### config.mk
export PLATFORM = sky130hd
export DESIGN_NAME = l3w_ctl_tx
export DESIGN_NICKNAME = d
export VERILOG_FILES = /design/src/rtl/l3w_pkg.sv /design/src/rtl/l3w_tick.sv /design/src/rtl/l3w_shreg.sv /design/src/rtl/l3w_ctl_tx.sv
export SDC_FILE = /design/constraint.sdc
export NUM_CORES = 1
export LEC_CHECK = 0
export CORE_UTILIZATION = 50
export DETAILED_ROUTE_END_ITERATION = 7
export PLACE_DENSITY = 0.74
export SYNTH_ARGS = -nofsm -noshare
export SYNTH_HDL_FRONTEND = slang
export SYNTH_SLANG_ARGS = --single-unit
### constraint.sdc
create_clock -name clk -period 3.1 [get_ports clk]
set_input_delay 0.465 -clock clk [delete_from_list [all_inputs] [get_ports clk]]
set_output_delay 0.465 -clock clk [all_outputs]
set_load 0.02 [all_outputs]
### src/rtl/l3w_pkg.sv
package l3w_pkg;

   // sequencer phases of one control byte
   typedef enum logic [1:0] {
      PH_IDLE  = 2'd0,
      PH_SETUP = 2'd1,
      PH_LOW   = 2'd2,
      PH_HIGH  = 2'd3
   } l3w_phase_e;

   // bits carried by a single transfer
   localparam int unsigned L3W_BYTE_W = 8;

   function automatic int unsigned l3w_max(input int unsigned a, input int unsigned b);
      return (a > b) ? a : b;
   endfunction

endpackage

### src/rtl/l3w_tick.sv
// Reloadable down-counter: after load with value N-1 it reports zero in the
// N-th following cycle, so a phase loaded this way lasts N cycles.
module l3w_tick #(
   parameter int unsigned MAXV = 40,
   localparam int unsigned CW = (MAXV > 1) ? $clog2(MAXV) : 1
) (
   input  logic          clk,
   input  logic          rst,
   input  logic          load,
   input  logic [CW-1:0] load_val,
   output logic          zero
);

   if (MAXV < 1) begin : g_bad_max
      $error("l3w_tick: MAXV must be at least 1");
   end

   if (MAXV == 1) begin : g_trivial
      // every phase is one cycle long: no count needed
      assign zero = 1'b1;
   end else begin : g_count
      logic [CW-1:0] cnt;
      always_ff @(posedge clk) begin
         if (rst)
            cnt <= '0;
         else if (load)
            cnt <= load_val;
         else if (cnt != '0)
            cnt <= cnt - 1'b1;
      end
      assign zero = (cnt == '0);
   end

endmodule

### src/rtl/l3w_shreg.sv
// Right-shifting byte holder: presents the next bit LSB first and tracks
// how many bits remain.
module l3w_shreg #(
   parameter int unsigned W = 8,
   localparam int unsigned NW = $clog2(W + 1)
) (
   input  logic         clk,
   input  logic         rst,
   input  logic         load,
   input  logic [W-1:0] din,
   input  logic         step,
   output logic         bit_o,
   output logic         empty_o
);

   logic [W-1:0]  sh;
   logic [NW-1:0] left;

   if (W < 1) begin : g_bad_w
      $error("l3w_shreg: W must be at least 1");
   end

   always_ff @(posedge clk) begin
      if (rst) begin
         sh   <= '0;
         left <= '0;
      end else if (load) begin
         sh   <= din;
         left <= NW'(W);
      end else if (step && (left != '0)) begin
         sh   <= sh >> 1;
         left <= left - 1'b1;
      end
   end

   assign bit_o   = sh[0];
   assign empty_o = (left == '0);

endmodule

### src/rtl/l3w_ctl_tx.sv
module l3w_ctl_tx #(
   parameter int unsigned HALF_CYC  = 4,
   parameter int unsigned SETUP_CYC = 40
) (
   input  logic       clk,
   input  logic       rst,
   input  logic       start,
   input  logic       mode_in,
   input  logic [7:0] byte_in,
   output logic       busy,
   output logic       done,
   output logic       ser_clk,
   output logic       ser_sel,
   output logic       ser_dat
);
   import l3w_pkg::*;

   localparam int unsigned MAXV = l3w_max(HALF_CYC, SETUP_CYC);
   localparam int unsigned CW   = (MAXV > 1) ? $clog2(MAXV) : 1;
   localparam logic [CW-1:0] HALF_LD  = CW'(HALF_CYC - 1);
   localparam logic [CW-1:0] SETUP_LD = CW'(SETUP_CYC - 1);

   if (HALF_CYC < 1) begin : g_bad_half
      $error("l3w_ctl_tx: HALF_CYC must be at least 1");
   end
   if (SETUP_CYC < 1) begin : g_bad_setup
      $error("l3w_ctl_tx: SETUP_CYC must be at least 1");
   end

   l3w_phase_e    ph;
   logic          t_zero, t_load;
   logic [CW-1:0] t_val;
   logic          sh_bit, sh_empty, sh_load, sh_step;
   logic          accept, setup_end, low_end, high_end, more;

   assign accept    = (ph == PH_IDLE)  && start;
   assign setup_end = (ph == PH_SETUP) && t_zero;
   assign low_end   = (ph == PH_LOW)   && t_zero;
   assign high_end  = (ph == PH_HIGH)  && t_zero;
   assign more      = !sh_empty;

   always_comb begin
      t_load = 1'b0;
      t_val  = HALF_LD;
      if (accept) begin
         t_load = 1'b1;
         t_val  = SETUP_LD;
      end else if (setup_end || low_end || (high_end && more)) begin
         t_load = 1'b1;
         t_val  = HALF_LD;
      end
   end

   assign sh_load = accept;
   assign sh_step = setup_end || (high_end && more);

   l3w_tick #(.MAXV(MAXV)) u_tick (
      .clk      (clk),
      .rst      (rst),
      .load     (t_load),
      .load_val (t_val),
      .zero     (t_zero)
   );

   l3w_shreg #(.W(L3W_BYTE_W)) u_shreg (
      .clk     (clk),
      .rst     (rst),
      .load    (sh_load),
      .din     (byte_in),
      .step    (sh_step),
      .bit_o   (sh_bit),
      .empty_o (sh_empty)
   );

   always_ff @(posedge clk) begin
      if (rst) begin
         ph      <= PH_IDLE;
         busy    <= 1'b0;
         done    <= 1'b0;
         ser_clk <= 1'b1;
         ser_sel <= 1'b1;
         ser_dat <= 1'b0;
      end else begin
         done <= 1'b0;
         case (ph)
            PH_IDLE: begin
               if (start) begin
                  ph      <= PH_SETUP;
                  busy    <= 1'b1;
                  ser_clk <= 1'b1;
                  ser_sel <= mode_in;
                  ser_dat <= 1'b0;
               end
            end
            PH_SETUP: begin
               if (t_zero) begin
                  ph      <= PH_LOW;
                  ser_clk <= 1'b0;
                  ser_dat <= sh_bit;
               end
            end
            PH_LOW: begin
               if (t_zero) begin
                  ph      <= PH_HIGH;
                  ser_clk <= 1'b1;
               end
            end
            PH_HIGH: begin
               if (t_zero) begin
                  if (more) begin
                     ph      <= PH_LOW;
                     ser_clk <= 1'b0;
                     ser_dat <= sh_bit;
                  end else begin
                     ph      <= PH_IDLE;
                     busy    <= 1'b0;
                     done    <= 1'b1;
                     ser_sel <= 1'b1;
                     ser_dat <= 1'b0;
                  end
               end
            end
            default: ph <= PH_IDLE;
         endcase
      end
   end

endmodule

==> qor.yml <==
run_status:
  status: "finished clean"
yosys:
  async_flop_share_pct: 0
  synth_compound_area_share_pct: 16.8
  synth_top_area_share_pct: 41.7
  ys_seq_area_share_pct: 41.7
  synth-simple-area-share_pct: 22.5
  synthFlopType: "dfxtp_1"
  synth_area_mm2: 0.00120
  synth_cell_types: 36
  ys_ff_latch: 25
  synth_xor_area_share_pct: 2.92
  ys_warn_count: 0
  synth_edf_count: 0
  synth_top_family_by_area: "simple AND/OR/NAND/NOR gates"
  synth.avg_cell_area_um2: 9.10
  synthCells: 132
  synth_mux_area_share_pct: 7.60
  netlist_top_cells_area: "dfxtp_1 42%, mux2i_1 6.7%, nor2_1 5.6%, a211oi_1 5.0%, a21oi_1 3.8%"
  yosysTopAreaCell: "dfxtp_1"
  synth_fa_ha_area_share_pct: 3.13
  syn_nets: 147
critical_path:
  cp_slowest_cell: "nor3_4"
  r2r-start: "u_tick.g_count.cnt[5]$_SDFFE_PP0P_"
  path_max_fanout: 11
  cp_cell_sequence: "or3_1, nor3_4, nor2_1, a2111oi_0"
  crit_type: "reg2reg"
  cpPeakStageDelay_ns: 0.58
  startpoint_type: "flop"
  reg2reg_to: "u_shreg.left[1]$_SDFFE_PP0P_"
  cp.arrival_ns: 2.20
  reg2regPathDepth: 4
  ff2ff_setup_slack_ns: 1.12
  required_ns: 3.31
  crit_path_end_kind: "flop"
clocking:
  cts.sinks: 25
  post_cts_buffers: 0
  cts_buffers: 3
  clkTransAtPathRegs_ns: 0.14
  root_buffer: "clkbuf_4"
  cts_resized: 0
  h-tree-depth: 1
  cts_tree: "built"
  ctsHoldBuffers: 0
  clk_path_buf_depth: 2
  insertion_delay_ns: 0.33
power:
  p_per_area_mw_per_mm2: 638
  seq_power_share_pct: 47.3
  swShare_pct: 36.9
  p_sw_mw: 0.326
  p_int_mw: 0.557
  p_clk_share_pct: 16.8
  pwr-share-comb_pct: 35.9
  cellLeakagePower_nw: 0.503
  peakVddDrop_mv: 0.506
detailed_routing:
  drtIter0Drc: 20
  dr.pass1.iters: 4
  drt-total-wl_mm: 2.38
  drc: 0
  dr_total_vias: 1001
  antenna_left: 0
  via_per_inst: 5.79
  wl_per_cell_um: 13.7
placed_design:
  placed_cells: 169
  dpl_worst_slack_ns: 1.06
  portBuffers: 16
  dp_hpwl_mm: 1.68
  gp_congestion: 0.834
cells_and_area:
  diodes: 0
  nets: 161
  layout_commonest_cell: "dfxtp_1"
  finish.utilization_pct: 62.0
  seq_area_um2: 500
  fillCellCount: 193
  final_cell_mix: "25 x dfxtp_1, 18 x nor2_1, 16 x clkdlybuf4s50_1, 9 x a21oi_1"
  drive_gt1_share_pct: 6.90
  multi_input_area_um2: 636
  area_delta_synth_final_pct: 15.3
  fin_cells: 173
floorplanning:
  die_y_um: 51.0
  ios: 17
  die_area_mm2: 0.00260
  fp.dieW_um: 51.0
  core_mm2: 0.00223
  row_count: 17
  floorplan.initialDensity_pct: 53.8
timing:
  hold_violations: 0
  max_slew_margin_pct: 40.6
  setup_viol: 0
  tns_ns: 0
  worst_slack_ns: 1.12
  min_period_ns: 1.98
  worstMarginPinSlew_ns: 0.889
  finalClockSkew_ns: 0.00345
  report.final.slew_viol_count: 0
  fmax_ghz: 0.504
  finalCritPeriodShare_pct: 64.0
  rsz0062_at_grt: "no"
global_route:
  grt_pass1_vias: 956
  grt_pass1_wl_mm: 4.20
  overflow: 0
  grt_usage_pct: 21.9
  antenna_found_initial: 0
  grt_max_degree: 26
hold_path:
  hold_end: "ser_dat$_SDFFE_PP0P_"
  min_path_type: "reg2reg"
  hp-start: "ser_dat$_SDFFE_PP0P_"
  holdPathStages: 2
job:
  cap_violations: 0
worst max-delay path: cells and delay by family, from the launching register on:
| family | cells | cell delay (ns) |
|---|---|---|
| flip-flops | 1 | 0.36 |
| AND/OR/NAND/NOR | 3 | 1.16 |
| AO/OA/AOI/OAI | 1 | 0.35 |
per-stage QoR:
stage / power, mW / cell area (um^2) / hold slack, ns
floorplan: 0.673 / 1200 / 0.450
global placement: 0.730 / 1360 / 0.455
detailed placement: 0.739 / 1360 / 0.459
CTS: 0.886 / 1390 / 0.483
global route: 0.947 / 1390 / 0.492
finish: 0.884 / 1390 / 0.487
cells in the mapped netlist, types with 2 or more instances:
cell      count
dfxtp_1      25
nand2_1       7
a211oi_1      8
xnor2_1       2
buf_6         2
nand4_1       2
nand2b_1      2
ha_1          3
and3b_1       2
inv_1         5
nor4_1        2
or3b_1        2
xor2_1        2
or3_1         2
o21ai_0       3
a21oi_1       9
a31oi_1       3
nor2_1       18
clkbuf_1      4
nor3b_2       2
nor3_1        3
nand3_1       3
mux2i_1       8
layer usage:
| layer | wire length (um) | GRT usage [%] | vias up |
|---|---|---|---|
| met1 | 1150 | 28.1 | 480 |
| li1 | - | - | 501 |
| met3 | 46 | 2.68 | 5 |
| met2 | 1120 | 35.3 | 15 |
| met5 | 0 | 0 | - |
| met4 | 51 | 12.5 | 0 |
registers in the layout (all words and copies together), names as in the netlist:
register,flops
ser_dat,1
ser_sel,1
ph,2
u_shreg.sh,8
busy,1
ser_clk,1
done,1
u_tick.g_count.cnt,6
u_shreg.left,4
logic make-up (layout without fill, tap and decap cells):
logic type / count (synthesis) / count (layout)
buffers and inverters: 13 / 26
AND/OR/NAND/NOR: 49 / 49
adder cells (fa/ha/maj): 3 / 3
multiplexers: 9 / 9
flip-flops: 25 / 25
XOR/XNOR: 4 / 4
AO/OA/AOI/OAI: 29 / 29
how the worst max path moves through the flow:
stage | start | end | slack (ns)
final | u_tick.g_count.cnt[5]$_SDFFE_PP0P_ | u_shreg.left[1]$_SDFFE_PP0P_ | 1.12
after global routing | u_shreg.left[0]$_SDFFE_PP0P_ | u_shreg.left[1]$_SDFFE_PP0P_ | 0.94
after CTS | u_shreg.left[0]$_SDFFE_PP0P_ | u_shreg.left[1]$_SDFFE_PP0P_ | 1.11
after detailed placement | start | ser_clk$_SDFFE_PP1P_ | 1.06
after global placement | start | ser_clk$_SDFFE_PP1P_ | 1.08
after floorplan | u_tick.g_count.cnt[5]$_SDFFE_PP0P_ | ser_clk$_SDFFE_PP1P_ | 1.46
power groups by stage:
| stage | clock, mW | combinational, mW | sequential, mW |
|---|---|---|---|
| floorplan | 0 | 0.260 | 0.413 |
| global placement | 0 | 0.307 | 0.423 |
| detailed placement | 0 | 0.315 | 0.424 |
| CTS | 0.152 | 0.317 | 0.417 |
| global route | 0.165 | 0.355 | 0.427 |
| finish | 0.149 | 0.317 | 0.418 |
final cells by class:
class / instances / share of cell area, %
Clock buffer: 3 / 1.63
Clock inverter: 1 / 0.361
Inverter: 5 / 1.36
Multi-Input combinational cell: 94 / 45.9
Sequential cell: 25 / 36.1
Tap cell: 28 / 2.53
Timing Repair Buffer: 17 / 12.1
Power figures use the tool's default switching activity.
